--- src/rtl/mux_seq_pkg.sv ---
package mux_seq_pkg;
  localparam int unsigned WCODE_W = 2;
  typedef logic [WCODE_W-1:0] wcode_t;

  // code 3 folds onto the widest supported slot
  function automatic wcode_t clamp_wcode(input wcode_t f);
    return (f == 2'd3) ? 2'd2 : f;
  endfunction
endpackage

--- src/rtl/mux_seq_timer.sv ---
module mux_seq_timer
  import mux_seq_pkg::*;
#(
  parameter int unsigned DIV_W = 4
) (
  input  logic             clk_i,
  input  logic             rst_ni,
  input  logic [DIV_W-1:0] div_i,
  input  wcode_t           flen_i,
  output logic             frame_start_o,
  output logic             settle_o,
  output logic             conv_start_o,
  output logic             conv_done_o,
  output logic [DIV_W-1:0] slot_o
);
  logic             start_q, settle_q;
  wcode_t           phase_q, w_q, cur_w;
  logic [DIV_W-1:0] slot_q, div_q, cur_div, last_slot;
  logic             settle_now;

  assign cur_div    = start_q ? div_i : div_q;
  assign cur_w      = start_q ? clamp_wcode(flen_i) : w_q;
  assign last_slot  = cur_div - DIV_W'(1);
  assign settle_now = start_q ? (cur_div == '0) : settle_q;

  always_ff @(posedge clk_i or negedge rst_ni) begin
    if (!rst_ni) begin
      start_q  <= 1'b1;
      settle_q <= 1'b0;
      phase_q  <= '0;
      slot_q   <= '0;
      div_q    <= '0;
      w_q      <= '0;
    end else begin
      if (start_q) begin
        div_q <= div_i;
        w_q   <= clamp_wcode(flen_i);
      end
      start_q <= 1'b0;
      if (settle_now) begin
        start_q  <= 1'b1;
        settle_q <= 1'b0;
        phase_q  <= '0;
        slot_q   <= '0;
      end else if (phase_q == cur_w) begin
        phase_q <= '0;
        if (slot_q == last_slot) settle_q <= 1'b1;
        else                     slot_q   <= slot_q + DIV_W'(1);
      end else begin
        phase_q <= phase_q + 2'd1;
      end
    end
  end

  assign frame_start_o = start_q;
  assign settle_o      = settle_now;
  assign conv_start_o  = !settle_now && (phase_q == '0);
  assign conv_done_o   = !settle_now && (phase_q == cur_w);
  assign slot_o        = slot_q;


  settle_no_conv_chk: assert property (@(posedge clk_i) disable iff (!rst_ni)
    settle_o |-> !conv_start_o && !conv_done_o);

  sync_after_settle_chk: assert property (@(posedge clk_i) disable iff (!rst_ni)
    settle_o |=> frame_start_o);

  slot_in_range_chk: assert property (@(posedge clk_i) disable iff (!rst_ni)
    conv_start_o |-> slot_o < cur_div);

  phase_bound_chk: assert property (@(posedge clk_i) disable iff (!rst_ni)
    !settle_o |-> phase_q <= cur_w);

  cfg_hold_chk: assert property (@(posedge clk_i) disable iff (!rst_ni)
    !start_q |=> $stable(w_q) || start_q);
endmodule

--- src/rtl/mux_seq_pass.sv ---
module mux_seq_pass #(
  parameter int unsigned PS_W = 4,
  parameter int unsigned SC_W = 4
) (
  input  logic            clk_i,
  input  logic            rst_ni,
  input  logic            frame_start_i,
  input  logic            frame_end_i,
  input  logic [PS_W-1:0] presamps_i,
  input  logic [SC_W-1:0] sum_cycles_i,
  output logic            busy_o
);
  localparam int unsigned CNT_W = PS_W + SC_W;

  logic [CNT_W-1:0] n_in, n_q, n_cur, last_pass, pass_q;

  assign n_in      = CNT_W'(presamps_i) * CNT_W'(sum_cycles_i);
  assign n_cur     = frame_start_i ? n_in : n_q;
  assign last_pass = (n_cur == '0) ? '0 : n_cur - CNT_W'(1);
  assign busy_o    = pass_q >= last_pass;

  always_ff @(posedge clk_i or negedge rst_ni) begin
    if (!rst_ni) begin
      n_q    <= '0;
      pass_q <= '0;
    end else begin
      if (frame_start_i) n_q <= n_in;
      if (frame_end_i)   pass_q <= busy_o ? '0 : pass_q + CNT_W'(1);
    end
  end


  busy_frame_stable_chk: assert property (@(posedge clk_i) disable iff (!rst_ni)
    !frame_start_i |-> $stable(busy_o));

  busy_wraps_chk: assert property (@(posedge clk_i) disable iff (!rst_ni)
    frame_end_i && busy_o |=> pass_q == '0);
endmodule

--- src/rtl/mux_seq_top.sv ---
module mux_seq_top
  import mux_seq_pkg::*;
#(
  parameter int unsigned DIV_W  = 4,
  parameter int unsigned PS_W   = 4,
  parameter int unsigned SC_W   = 4,
  parameter int unsigned DATA_W = 16
) (
  input  logic              clk_i,
  input  logic              rst_ni,
  input  logic [DIV_W-1:0]  div_i,
  input  logic [1:0]        flen_i,
  input  logic [PS_W-1:0]   presamps_i,
  input  logic [SC_W-1:0]   sum_cycles_i,
  input  logic [DATA_W-1:0] adc_data_i,
  output logic              frame_sync_o,
  output logic              conv_start_o,
  output logic [DIV_W-1:0]  slot_o,
  output logic              settle_o,
  output logic              wr_en_o,
  output logic [DIV_W-1:0]  wr_addr_o,
  output logic [DATA_W-1:0] wr_data_o,
  output logic              xfer_busy_o
);
  logic frame_start, settle, conv_done;

  mux_seq_timer #(.DIV_W(DIV_W)) u_timer (
    .clk_i         (clk_i),
    .rst_ni        (rst_ni),
    .div_i         (div_i),
    .flen_i        (flen_i),
    .frame_start_o (frame_start),
    .settle_o      (settle),
    .conv_start_o  (conv_start_o),
    .conv_done_o   (conv_done),
    .slot_o        (slot_o)
  );

  mux_seq_pass #(.PS_W(PS_W), .SC_W(SC_W)) u_pass (
    .clk_i         (clk_i),
    .rst_ni        (rst_ni),
    .frame_start_i (frame_start),
    .frame_end_i   (settle),
    .presamps_i    (presamps_i),
    .sum_cycles_i  (sum_cycles_i),
    .busy_o        (xfer_busy_o)
  );

  assign frame_sync_o = frame_start;
  assign settle_o     = settle;
  assign wr_en_o      = conv_done;
  assign wr_addr_o    = slot_o;
  assign wr_data_o    = adc_data_i;


  wr_not_settle_chk: assert property (@(posedge clk_i) disable iff (!rst_ni)
    wr_en_o |-> !settle_o);

  wr_then_next_chk: assert property (@(posedge clk_i) disable iff (!rst_ni)
    wr_en_o |=> conv_start_o || settle_o);
endmodule

--- config.mk ---
export PLATFORM = sky130hd
export DESIGN_NAME = mux_seq_top
export DESIGN_NICKNAME = d
export VERILOG_FILES = /design/src/rtl/mux_seq_pkg.sv /design/src/rtl/mux_seq_timer.sv /design/src/rtl/mux_seq_pass.sv /design/src/rtl/mux_seq_top.sv
export SDC_FILE = /design/constraint.sdc
export NUM_CORES = 1
export LEC_CHECK = 0
export ABC_AREA = 1
export BUFFER_PORTS_ARGS = -buffer_cell sky130_fd_sc_hd__buf_2
export CORE_MARGIN = 1
export CORE_UTILIZATION = 59
export DETAILED_ROUTE_END_ITERATION = 16
export PLACE_DENSITY_LB_ADDON = 0.1
export SETUP_SLACK_MARGIN = 0.5
export SLEW_MARGIN = 20
export SYNTH_ARGS = -nofsm -noshare
export SYNTH_HDL_FRONTEND = slang
export SYNTH_HIERARCHICAL = 1
export SYNTH_SLANG_ARGS = --single-unit
--- constraint.sdc ---
create_clock -name clk_i -period 14.9 [get_ports clk_i]
set_input_delay 2.98 -clock clk_i [delete_from_list [all_inputs] [get_ports clk_i]]
set_output_delay 2.98 -clock clk_i [all_outputs]
set_load 0.1 [all_outputs]
==> results.cfg <==
[detailed_routing]
drtPass1Iterations = 4
drt_iter0_drc = 70
drcViolationCount = 0
ant_nets = 0
avgViaCountPerCell = 4.96
vias = 2121
routed_wl_um = 4580
post_drt_wl_per_cell_um = 10.7

[placement]
portBuffers = 28
place_hpwl_um = 3620
gp_congestion = 0.820

[final_layout]
fin_util_pct = 64.3
nFillCells = 411
diodes = 0
fin_nets = 436
syn_to_final_growth_pct = 4.34
multi_input_area_mm2 = 0.00150
drive_gt1_share_pct = 19.7
seqCellArea_um2 = 752

[synth]
synth.ff_latch_count = 30
yosysTopAreaCell = dfrtp_1
synthFlopType = dfrtp_1
ys_seq_area_share_pct = 28.0
syn_avg_cell_area_um2 = 7.39
yosysMostFrequentCell = nand2_1
synth_cell_types = 36
syn_area_mm2 = 0.00268
yosys_warnings = 6
synth_edf_count = 0
netlist_instances = 363
syn-num-nets = 424
yosys-top-cells-count = nand2_1 (103), inv_1 (59), nand3_1 (32)
synth.area.top_cells = dfrtp_1 (27%), nand2_1 (14%), ha_1 (12%), inv_1 (8.3%), nand3_1 (6.0%)
synth_top_area_share_pct = 27.1
synthArstFlopShare_pct = 100

[outcome]
status = finished, final reports clean

[clock_tree]
cts_buffers = 5
root_buffer = clkbuf_8
ctsHoldBuffers = 0
cts_max_path_buffers = 2
cts_resized = 0
cts_tree = done
clk_pin_slew_ns = 0.07
h-tree-depth = 2
clkLatencyLatePin_ns = 0.28
cts_sinks = 30
cts_setup_buffers = 0

[floorplanning]
die_h_um = 69.4
core_mm2 = 0.00435
start_util_pct = 61.6
dieArea_mm2 = 0.00482
die_w_um = 69.4
io_pins = 61
rows = 24

[sta]
rsz0062_at_grt = no
hold_viol_final = 0
max_freq_ghz = 0.101
setup_violations = 0
setup_tns_ns = 0
period_needed_ns = 9.92
slew-limit-headroom_pct = 55.4
tightest_slew_ns = 0.669
skew_ns = 0.00808
timing.final.crit_share_pct = 66.6
maxSlewViolCount = 0

[worst_setup_path]
crit_type = in -> out
cp.arrival_ns = 6.94
crit_fanout = 5
cp-start-kind = primary input
end_kind = output port
cp_data_required_time_ns = 11.92
r2r.worst_path.cells = 17

[power]
p_int_mw = 0.281
power_switching_share_pct = 57.4
vdd.ir_drop.worst_v = 0.000332
pwr-share-comb_pct = 67.3
leakage_nw = 1.61
seqPwrFrac_pct = 22.4
power.density_mw_per_mm2 = 235
clkPwrFrac_pct = 10.3
power_switching_mw = 0.378

[flow_run]
drv_cap = 0

[global_routing]
busiest_layer = met2
antenna_found_initial = 0
grt_use_met3_pct = 4.22
grt_pass1_wl_um = 8450
grt_usage_pct = 21.4
grt_max_degree = 31
grt_pass1_vias = 2074
met2_usage_pct = 36.7
use_met1_pct = 26.6
overflow = 0

[hold_path]
hold_depth = 1
hold_class = reg -> reg
-- placed cells by master (no fill, tap or decap), types with 2 or more instances in the layout --
cell and count:
xnor2_1 4, xor2_1 7, clkbuf_8 6, inv_1 59, nand3_2 5, nor3_1 2
inv_2 2, nand4_1 3, o21ai_2 2, ha_1 25, nand3_1 32, nor2_2 6
clkinv_2 2, a21oi_1 7, dfrtp_1 29, nand2_1 103, fa_1 4, o21ai_0 5
buf_2 28, nor2_1 17, nand2_2 12
-- path summary, 6_finish.rpt --
check | slack, ns | to | from
max reg2reg | 11.50 | u_pass/pass_q[6]$_DFFE_PN0P_ | u_timer/frame_start_o$_DFF_PN1_
min | 0.43 | u_timer/phase_q[0]$_DFF_PN0_ | u_timer/phase_q[0]$_DFF_PN0_
min reg2reg | 0.43 | u_timer/phase_q[0]$_DFF_PN0_ | u_timer/phase_q[0]$_DFF_PN0_
max | 4.98 | xfer_busy_o | sum_cycles_i[3]
min in group asynchronous | 2.73 | u_pass/pass_q[4]$_DFFE_PN0P_ | rst_ni
max in group asynchronous | 11.73 | u_pass/n_q[4]$_DFF_PN0_ | rst_ni
-- final cells by class --
| class | count | share of cell area (%) |
|---|---|---|
| Multi-Input combinational cell | 246 | 53.5 |
| Inverter | 64 | 8.90 |
| Clock inverter | 2 | 0.447 |
| Timing Repair Buffer | 28 | 5.01 |
| Tap cell | 52 | 2.32 |
| Clock buffer | 6 | 2.95 |
| Sequential cell | 30 | 26.9 |
-- sequential cells by signal, indices dropped and copies added, names as in the netlist --
register and count:
u_timer/w_q 2, u_timer/frame_start_o 1, u_timer/slot_o 4, u_timer/div_q 4, u_timer/settle_q 1, u_pass/n_q 8
u_pass/pass_q 8, u_timer/phase_q 2
-- routing by layer --
metal | vias up | wire length [um]
met5 | - | 0
met4 | 0 | 42
met3 | 4 | 113
met2 | 26 | 2260
met1 | 962 | 2170
li1 | 1129 | -
-- power by group through the flow --
stage	combinational [mW]	sequential, mW	clock, mW
after global placement	0.439	0.148	0
after detailed placement	0.445	0.150	0
after floorplan	0.382	0.172	0
final	0.443	0.147	0.0681
after global routing	0.497	0.152	0.0742
after CTS	0.447	0.148	0.0706
-- cell families (layout without fill, tap and decap cells) --
logic type,Yosys count,count (layout),share of synthesized area (%)
buffers and inverters,87,100,16.1
XOR/XNOR,12,12,4.20
adder cells (fa/ha/maj),29,29,14.6
flip-flops,30,30,28.0
AO/OA/AOI/OAI,17,17,4.29
AND/OR/NAND/NOR,188,188,32.7
-- worst max-delay path, cell delays in order --
cell     delay, ns
buf_2         0.11
nand2_1       0.08
fa_1          0.53
inv_1         0.05
fa_1          0.56
inv_1         0.06
fa_1          0.53
nand2_1       0.06
o21ai_2       0.13
nand3_2       0.13
nor2_2        0.11
nand3_2       0.13
nor2_4        0.16
nand2_2       0.09
nand2_1       0.08
ha_1          0.24
a21oi_1       0.17
nor2_1        0.05
nor3_1        0.18
nand3_1       0.18
buf_2         0.34
-- stage by stage --
step | instance area, um^2 | instances | hold WS, ns | power [mW] | worst slack, ns
after global routing | 2800 | 428 | 0.441 | 0.724 | 4.75
after CTS | 2800 | 428 | 0.428 | 0.666 | 4.97
after global placement | 2700 | 420 | 0.415 | 0.587 | 5.15
after floorplan | 2680 | 363 | 0.402 | 0.553 | 5.11
final | 2800 | 428 | 0.427 | 0.659 | 4.98
after detailed placement | 2700 | 420 | 0.418 | 0.595 | 5.02
Note: power is estimated with default switching activity, not from simulation.
